$ cat src/rtl/acr_pkg.sv
package acr_pkg;
    parameter int COORD_W = 3;
    localparam int FLIT_W = 2 * COORD_W;
    localparam int NPORT  = 5;

    typedef enum logic [2:0] {
        PORT_EAST  = 3'd0,
        PORT_WEST  = 3'd1,
        PORT_NORTH = 3'd2,
        PORT_SOUTH = 3'd3,
        PORT_LOCAL = 3'd4
    } port_e;

    typedef enum logic [2:0] {
        ST_IDLE,
        ST_TRY1,
        ST_TRY2,
        ST_EJECT,
        ST_XFER
    } conn_state_e;

    typedef struct packed {
        logic [COORD_W-1:0] x;
        logic [COORD_W-1:0] y;
    } coord_t;

    typedef struct packed {
        port_e first;
        port_e second;
        logic  has_second;
    } route_plan_t;

    function automatic logic [NPORT-1:0] port_onehot(port_e p);
        logic [NPORT-1:0] v;
        v = '0;
        v[p] = 1'b1;
        return v;
    endfunction

    // Minimal-path plan: horizontal first, vertical second, local when at home
    function automatic route_plan_t plan_route(coord_t dest, coord_t here);
        route_plan_t r;
        port_e ydir;
        ydir = (dest.y > here.y) ? PORT_NORTH : PORT_SOUTH;
        r.first      = PORT_LOCAL;
        r.second     = PORT_LOCAL;
        r.has_second = 1'b0;
        if (dest.x != here.x) begin
            r.first      = (dest.x > here.x) ? PORT_EAST : PORT_WEST;
            r.second     = ydir;
            r.has_second = (dest.y != here.y);
        end else if (dest.y != here.y) begin
            r.first = ydir;
        end
        return r;
    endfunction
endpackage

$ cat src/rtl/acr_route_calc.sv
module acr_route_calc
    import acr_pkg::*;
(
    input  logic [FLIT_W-1:0] hdr_flit,
    input  coord_t            here,
    output route_plan_t       plan
);
    coord_t dest;

    assign dest = coord_t'(hdr_flit);
    assign plan = plan_route(dest, here);
endmodule

$ cat src/rtl/acr_flit_stage.sv
module acr_flit_stage
    import acr_pkg::*;
(
    input  logic              clk,
    input  logic              rst,
    input  logic [FLIT_W-1:0] in_flit,
    input  logic              in_valid,
    input  logic              accept_en,
    input  logic              drain,
    output logic              in_ready,
    output logic [FLIT_W-1:0] buf_flit,
    output logic              buf_v
);
    logic fire;

    assign in_ready = accept_en && (!buf_v || drain);
    assign fire     = in_valid && in_ready;

    always_ff @(posedge clk) begin
        if (rst) begin
            buf_v    <= 1'b0;
            buf_flit <= '0;
        end else if (fire) begin
            buf_v    <= 1'b1;
            buf_flit <= in_flit;
        end else if (drain) begin
            buf_v <= 1'b0;
        end
    end


    hold_load_chk: assert property (@(posedge clk) disable iff (rst)
        fire |=> (buf_v && buf_flit == $past(in_flit)));
endmodule

$ cat src/rtl/acr_conn_fsm.sv
module acr_conn_fsm
    import acr_pkg::*;
#(
    parameter int PKT_LEN = 4
) (
    input  logic             clk,
    input  logic             rst,
    input  route_plan_t      plan,
    input  logic             in_fire,
    input  logic             buf_v,
    input  logic [NPORT-1:0] gnt,
    output logic [NPORT-1:0] req,
    output logic [NPORT-1:0] sel,
    output logic             accept_en,
    output logic             drain
);
    localparam int CNT_W = $clog2(PKT_LEN + 1);

    conn_state_e      state;
    logic [CNT_W-1:0] rcv_cnt;
    logic [CNT_W-1:0] snd_cnt;
    logic [NPORT-1:0] sel_q;
    logic             won;

    assign won = |(gnt & req);
    assign sel = sel_q;

    always_comb begin
        req       = '0;
        accept_en = 1'b0;
        drain     = 1'b0;
        unique case (state)
            ST_IDLE:  accept_en = 1'b1;
            ST_TRY1:  req = port_onehot(plan.first);
            ST_TRY2:  req = port_onehot(plan.second);
            ST_EJECT: req = port_onehot(PORT_LOCAL);
            ST_XFER: begin
                req       = sel_q;
                accept_en = (rcv_cnt < CNT_W'(PKT_LEN));
                drain     = buf_v;
            end
            default: req = '0;
        endcase
    end

    always_ff @(posedge clk) begin
        if (rst) begin
            state   <= ST_IDLE;
            rcv_cnt <= '0;
            snd_cnt <= '0;
            sel_q   <= '0;
        end else begin
            unique case (state)
                ST_IDLE: begin
                    if (in_fire) begin
                        state   <= ST_TRY1;
                        rcv_cnt <= CNT_W'(1);
                        snd_cnt <= '0;
                    end
                end
                ST_TRY1: begin
                    if (won) begin
                        state <= ST_XFER;
                        sel_q <= req;
                    end else if (plan.has_second) begin
                        state <= ST_TRY2;
                    end else begin
                        state <= ST_EJECT;
                    end
                end
                ST_TRY2: begin
                    if (won) begin
                        state <= ST_XFER;
                        sel_q <= req;
                    end else begin
                        state <= ST_EJECT;
                    end
                end
                ST_EJECT: begin
                    if (won) begin
                        state <= ST_XFER;
                        sel_q <= req;
                    end
                end
                ST_XFER: begin
                    if (in_fire) rcv_cnt <= rcv_cnt + CNT_W'(1);
                    if (drain) begin
                        if (snd_cnt == CNT_W'(PKT_LEN - 1)) begin
                            state   <= ST_IDLE;
                            rcv_cnt <= '0;
                            snd_cnt <= '0;
                            sel_q   <= '0;
                        end else begin
                            snd_cnt <= snd_cnt + CNT_W'(1);
                        end
                    end
                end
                default: state <= ST_IDLE;
            endcase
        end
    end


    req_onehot_chk: assert property (@(posedge clk) disable iff (rst)
        $onehot0(req));


    conn_hold_chk: assert property (@(posedge clk) disable iff (rst)
        drain |-> (req == sel && $onehot(sel)));


    route_noaccept_chk: assert property (@(posedge clk) disable iff (rst)
        (state == ST_TRY1 || state == ST_TRY2 || state == ST_EJECT) |-> !in_fire);


    eject_hold_chk: assert property (@(posedge clk) disable iff (rst)
        (state == ST_EJECT) |=> req[PORT_LOCAL]);


    count_bound_chk: assert property (@(posedge clk) disable iff (rst)
        (rcv_cnt <= CNT_W'(PKT_LEN)) && (snd_cnt < CNT_W'(PKT_LEN)));
endmodule

$ cat src/rtl/acr_in_port_ctrl.sv
module acr_in_port_ctrl
    import acr_pkg::*;
#(
    parameter int PKT_LEN = 4
) (
    input  logic              clk,
    input  logic              rst,
    input  logic [COORD_W-1:0] node_x,
    input  logic [COORD_W-1:0] node_y,
    input  logic [FLIT_W-1:0] in_flit,
    input  logic              in_valid,
    output logic              in_ready,
    output logic [NPORT-1:0]  out_req,
    input  logic [NPORT-1:0]  out_gnt,
    output logic [NPORT-1:0]  out_sel,
    output logic [FLIT_W-1:0] fwd_flit,
    output logic              fwd_valid
);
    coord_t            here;
    route_plan_t       plan;
    logic [FLIT_W-1:0] buf_flit;
    logic              buf_v;
    logic              accept_en;
    logic              drain;
    logic              in_fire;

    assign here.x    = node_x;
    assign here.y    = node_y;
    assign in_fire   = in_valid && in_ready;
    assign fwd_flit  = buf_flit;
    assign fwd_valid = drain;

    acr_flit_stage u_stage (
        .clk       (clk),
        .rst       (rst),
        .in_flit   (in_flit),
        .in_valid  (in_valid),
        .accept_en (accept_en),
        .drain     (drain),
        .in_ready  (in_ready),
        .buf_flit  (buf_flit),
        .buf_v     (buf_v)
    );

    acr_route_calc u_route (
        .hdr_flit (buf_flit),
        .here     (here),
        .plan     (plan)
    );

    acr_conn_fsm #(.PKT_LEN(PKT_LEN)) u_fsm (
        .clk       (clk),
        .rst       (rst),
        .plan      (plan),
        .in_fire   (in_fire),
        .buf_v     (buf_v),
        .gnt       (out_gnt),
        .req       (out_req),
        .sel       (out_sel),
        .accept_en (accept_en),
        .drain     (drain)
    );
endmodule

$ cat config.mk
export PLATFORM = sky130hd
export DESIGN_NAME = acr_in_port_ctrl
export DESIGN_NICKNAME = d
export VERILOG_FILES = /design/src/rtl/acr_pkg.sv /design/src/rtl/acr_route_calc.sv /design/src/rtl/acr_flit_stage.sv /design/src/rtl/acr_conn_fsm.sv /design/src/rtl/acr_in_port_ctrl.sv
export SDC_FILE = /design/constraint.sdc
export NUM_CORES = 1
export LEC_CHECK = 0
export CELL_PAD_IN_SITES_DETAIL_PLACEMENT = 1
export CELL_PAD_IN_SITES_GLOBAL_PLACEMENT = 1
export CORE_UTILIZATION = 37
export CTS_CLUSTER_SIZE = 20
export DETAILED_ROUTE_END_ITERATION = 16
export PLACE_DENSITY = 0.83
export SYNTH_ARGS = -nofsm -noshare
export SYNTH_HDL_FRONTEND = slang
export SYNTH_SLANG_ARGS = --single-unit
$ cat constraint.sdc
create_clock -name clk -period 4.1 [get_ports clk]
set_input_delay 1.23 -clock clk [delete_from_list [all_inputs] [get_ports clk]]
set_output_delay 1.23 -clock clk [all_outputs]
set_load 0.01 [all_outputs]
## Yosys cells after proc, flatten, opt, wreduce, memory -nomap -nowiden

Index checks and enable logic that the tools add are counted.

- Register bits: 21
- Bits in latches: 0
- Memories kept: 0
- Memory bits (writable): 0
- Output and inout bits: 18
- Memory bits (read-only): 0
- Word-level logic and storage cells: 78

- $lt $le $gt $ge: 7
- Muxes and demuxes: 34
- Reductions and logical operators: 16
- Shift-type cells: 0
- Add/subtract/negate cells: 2
- Div/mod/pow operators: 0
- Eq/ne operators: 12
- Bitwise operators: 1
- $mul: 0

Operators with widths:

| kind | number |
|---|---|
| $mux 3 | 14 |
| $pmux 5 s4 | 1 |
| $mux 5 | 3 |
| $pmux 3 s5 | 1 |
| $pmux 3 s2 | 2 |
| $pmux 5 s2 | 1 |
| $eq 3x2->1 const B | 3 |
| $lt 3x4->1 const B | 2 |
| $mux 1 | 8 |
| $reduce_and 4->1 | 2 |
| $add 3x1->3 const B | 2 |
| $demux 1 s3 | 2 |
| $ge 3x1->1 const B | 2 |
| $gt 3x3->1 | 2 |
| $ne 2x1->1 const B | 3 |
| $ne 3x3->1 | 2 |
| $reduce_bool 2->1 | 3 |
| $and 5x5->5 | 1 |
| $reduce_or 5->1 | 1 |
| $logic_and 1x1->1 | 4 |
| $mux 4 | 1 |
| $ne 2x2->1 const B | 2 |
| $eq 3x1->1 const B | 1 |
| $eq 3x3->1 const B | 1 |
| 8 further kinds | 8 |

## Logic depth before layout (Yosys ltp)

- Word-level depth: 13
- Mapped depth: 10
- Depth with buffers taken out: 9

## Modules after synthesis

A second synthesis with hierarchy kept.

- Cells, all modules: 190
- Area total of the unflattened synthesis: 1564.0 um^2

Modules (own cells, without submodules):

| module | seq. area each (um^2) | area an instance (um^2) | instances | cells each |
|---|---|---|---|---|
| acr_conn_fsm | 280.3 | 1032.2 | 1 | 130 |
| acr_flit_stage | 140.1 | 341.6 | 1 | 32 |
| acr_route_calc | 0.0 | 183.9 | 1 | 27 |
| acr_in_port_ctrl | 0.0 | 6.3 | 1 | 1 |

## Worst setup path before layout

Ideal clock, no wire load.

- Path kind: input -> output
- Start: in node_x[2]
- End: out out_req[1]
- Data arrival time: 2.458 ns
- Setup slack: 0.412 ns
- Path buffers: 1
- Stages on the path: 8
- Path through: inv_1 > ha_1 > and3_1 > buf_6 > and2b_2 > nor2b_1 > a21oi_1 > nor2_1

- Longest elaborated chain between the ends: 8
- Elaborated cells between the ends (all ways): 16
- Classes of those cells: order compare (5); eq/ne (1); mux (8); reduce/logical (2)

Ends and longest elaborated chain:

| item | RTL line | RTL |
|---|---|---|
| start, declared | acr_in_port_ctrl.sv:8 | `input logic [COORD_W-1:0] node_x,` |
| $gt 3x3->1 | acr_pkg.sv:49 | `r.first = (dest.x > here.x) ? PORT_EAST : PORT_WEST;` |
| $mux 1 | acr_pkg.sv:49 |  |
| $mux 3 | acr_pkg.sv:48 | `if (dest.x != here.x) begin` |
| $lt 3x4->1 (not written as such) or $ge 3x1->1 (tied branches) | acr_pkg.sv:36 | `v[p] = 1'b1;` |
| $logic_and 1x1->1 (not written as such) | acr_pkg.sv:36 |  |
| $mux 1 (not written as such) | acr_pkg.sv:36 |  |
| $demux 1 s3 | n/a |  |
| $pmux 5 s4 * | acr_conn_fsm.sv:32 | `unique case (state)` |
| end, declared | acr_in_port_ctrl.sv:13 | `output logic [NPORT-1:0] out_req,` |

Every way passes the cells marked *; elsewhere a longest branch is shown, timed or not.

## Final worst setup path

- Start: in node_y[2]
- End: out out_req[3]

- Longest elaborated chain between the ends: 9
- Elaborated cells between the ends (all ways): 17
- Classes of those cells: order compare (5); eq/ne (1); mux (9); reduce/logical (2)

Ends and longest elaborated chain:

| item | RTL line | RTL |
|---|---|---|
| start, declared | acr_in_port_ctrl.sv:9 | `input logic [COORD_W-1:0] node_y,` |
| $gt 3x3->1 | acr_pkg.sv:44 | `ydir = (dest.y > here.y) ? PORT_NORTH : PORT_SOUTH;` |
| $mux 1 | acr_pkg.sv:44 |  |
| $mux 3 | acr_pkg.sv:52 | `end else if (dest.y != here.y) begin` |
| $mux 3 | acr_pkg.sv:48 |  |
| $lt 3x4->1 (not written as such) or $ge 3x1->1 (tied branches) | acr_pkg.sv:36 |  |
| $logic_and 1x1->1 (not written as such) | acr_pkg.sv:36 |  |
| $mux 1 (not written as such) | acr_pkg.sv:36 |  |
| $demux 1 s3 | n/a |  |
| $pmux 5 s4 * | acr_conn_fsm.sv:32 |  |

Marks and branches as above.

==> summary.txt <==
Pwr
  • Power, Total: 926 µW
  • Part of the power in registers: 0.337
  • P_int: 525 µW
  • Combinational power share: 0.549
  • LEAKAGE: 0.813 nW
  • Psw: 401 µW
  • Worst vdd ir: 196 µV
  • Pwr Density: 475 nW/µm²
  • Switching Fraction: 0.433
  • Clock power frac: 0.114

GRT
  • Initial antenna violation count: 0
  • Total grt overflow: 0
  • Global-route wire length before repair: 7640 µm
  • Total track usage: 0.252
  • Vias in the first global route: 1568
  • Pin count of the biggest net entering global routing: 19

Place
  • Port bufs: 37
  • Post-DP HPWL: 2910 µm
  • Final GP Congestion: 0.821

Logic synthesis
  • Ys Warns: 0
  • Synthesized cell area: 1350 µm²
  • Cell variety after synth: 43
  • Syn Area/Cell: 8.34 µm²
  • Syn Nets: 190
  • Asr flop ratio synth: 0
  • Post-Syn Instances: 162
  • Main synth FF type: dfxtp_1
  • Register area share after synthesis: 0.311
  • #FFs+latches synth: 21
  • EDFF count, synth: 0

Routing
  • Antenna viol nets, final: 0
  • DR iter-0 viols: 74
  • Drt wl/cell: 18.4 µm
  • DR vias: 1507
  • Drc violations: 0
  • Drt total wl: 4860 µm
  • DRT Pass-1 Iters: 4
  • DR vias/cell: 5.69

Critical path
  • Worst reg-to-reg path cell count: 19
  • Critical path data required time: 2.87 ns
  • CP Launch Type: input port
  • Critical path class: in2out
  • Crit path arrival time: 2.82 ns
  • CP endpoint kind: primary output
  • CP max FO: 4

Timing
  • FMAX: 0.247 GHz
  • Slew HR: 0.444
  • Skew final: 0.00186 ns
  • Final-report setup violation count: 0
  • RSZ-0062 raised after global routing: false
  • Final Hold Viols: 0
  • Fin crit share: 0.987
  • Worst Max-Slew Pin Slew: 0.833 ns
  • Final min period: 4.05 ns
  • Final max-slew violation count: 0
  • WHS: 0.496 ns

Clock tree
  • Worst-path clk slew: 0.12 ns
  • Post-CTS Hold Fix Bufs: 0
  • Clk sinks: 21
  • CTS root buffer: clkbuf_4
  • Clk_lat worst skew: 0.31 ns
  • CTS buffer count: 3
  • CTS tree: done
  • H-tree levels: 1
  • Clock Path Buffers: 2

Floorplanning
  • Floorplan row count: 21
  • Starting density of the core: 0.396
  • DIE AREA: 3900 µm²
  • Die W: 62.4 µm
  • Die outline height: 62.4 µm
  • I/O pin total: 38
  • Core Box Area: 3420 µm²

Final layout
  • Final core utilization: 0.570
  • Nets: 248
  • Inserted Diodes: 0
  • Fillers: 425
  • Area delta synth->final: 44.2%
  • Layout cells sized above 1: 0.247

Run
  • Max Cap Violations: 0

Status
  • Status: finished clean

Min path
  • Min-Delay Path Depth: 2
  • Hold Path Class: reg2reg
==> kinds of logic after synthesis <==
logic type | count (synthesis) | synth area share
AO/OA/AOI/OAI | 43 | 0.234
adder cells (fa/ha/maj) | 8 | 0.0741
buffers and inverters | 19 | 0.101
flip-flops | 21 | 0.311
multiplexers | 3 | 0.0222
AND/OR/NAND/NOR | 68 | 0.257
==> metal layers <==
metal / track usage / vias to the layer above / wire length [µm]
met3: 0.0328 / 21 / 170
li1: - / 702 / -
met5: 0 / - / 0
met1: 0.264 / 734 / 1910
met2: 0.459 / 50 / 2510
met4: 0.183 / 0 / 265
==> power by group through the flow <==
stage,combinational (mW),sequential (mW),clock (mW)
2_1_floorplan,0.316,0.276,0
3_3_place_gp,0.427,0.305,0
3_5_place_dp,0.446,0.308,0
4_1_cts,0.474,0.309,0.109
5_1_grt,0.543,0.318,0.114
6_report,0.508,0.312,0.106
==> metrics by stage <==
stage               worst slack, ns  cells  cell area, µm²  TNS, ns
CTS                         0.00284    262            1920        0
detailed placement           -0.593    246            1760    -2.67
floorplan                     0.412    162            1350        0
global placement             -0.544    246            1760    -2.40
finish                       0.0535    265            1950        0
global route                0.00486    265            1950        0
==> Yosys cell counts, types with 3 or more instances <==
library cell / count / area [µm²]
a21oi_1: 17 / 85.1
a31oi_1: 3 / 18.8
and3_1: 4 / 25.0
buf_6: 3 / 33.8
dfxtp_1: 21 / 420
ha_1: 8 / 100
inv_1: 10 / 37.5
mux2i_1: 3 / 30.0
nand2_1: 21 / 78.8
nand3_1: 9 / 45.0
nand4_1: 3 / 18.8
nor2_1: 12 / 45.0
nor2b_1: 5 / 31.3
nor3_1: 6 / 30.0
==> final timing paths <==
path                  startpoint                   to  slack, ns
max reg2reg  u_stage.buf_flit[3]       u_fsm.state[0]       0.79
min          u_stage.buf_flit[0]  u_stage.buf_flit[0]       0.50
min reg2reg  u_stage.buf_flit[0]  u_stage.buf_flit[0]       0.50
max                    node_y[2]           out_req[3]       0.05
==> cell usage in the layout (no fill, tap or decap), drive strengths merged, types with 2 or more instances in the layout <==
master         instances
nand3                  9
dfxtp                 21
a41o                   2
buf                   29
inv                   10
o21ai                  6
nor2b                  5
nand2                 22
nor3                   6
clkbuf                 4
and3                   5
clkdlybuf4s50         26
o31ai                  2
nand4                  3
dlygate4sd2            4
mux2i                  3
a31oi                  3
a22oi                  2
a32oi                  2
dlymetal6s2s           2
a2111oi                2
ha                     8
nor2                  12
a21oi                 17
==> sequential cells by signal (all words and copies together), names as in the netlist <==
signal,flops
u_fsm.sel,5
u_fsm.snd_cnt,3
u_stage.buf_flit,6
u_stage.buf_v,1
u_fsm.state,3
u_fsm.rcv_cnt,3
==> area by class of cell <==
| class | count | area (µm²) | share of cell area |
|---|---|---|---|
| repair buffers | 62 | 539 | 0.277 |
| inverters | 10 | 37.5 | 0.0193 |
| flip-flops and latches | 21 | 420 | 0.216 |
| well taps | 46 | 57.6 | 0.0295 |
| clock buffers | 4 | 26.3 | 0.0135 |
| multi-input cells | 122 | 867 | 0.445 |
==> worst max-delay path: stages <==
cell and delay (ns):
dlygate4sd2_1 0.24, inv_2 0.08, ha_4 0.22, and3_4 0.20, o32a_1 0.37, o31ai_2 0.28
buf_2 0.19
==> timing repair <==
item | 4_1_cts | 5_1_grt
resized for setup | 36 | 3
pin swaps | 10 | 9
setup endpoints to repair | 5 | 4
buffers inserted | 12 | 3
Power figures use the tool's default switching activity.
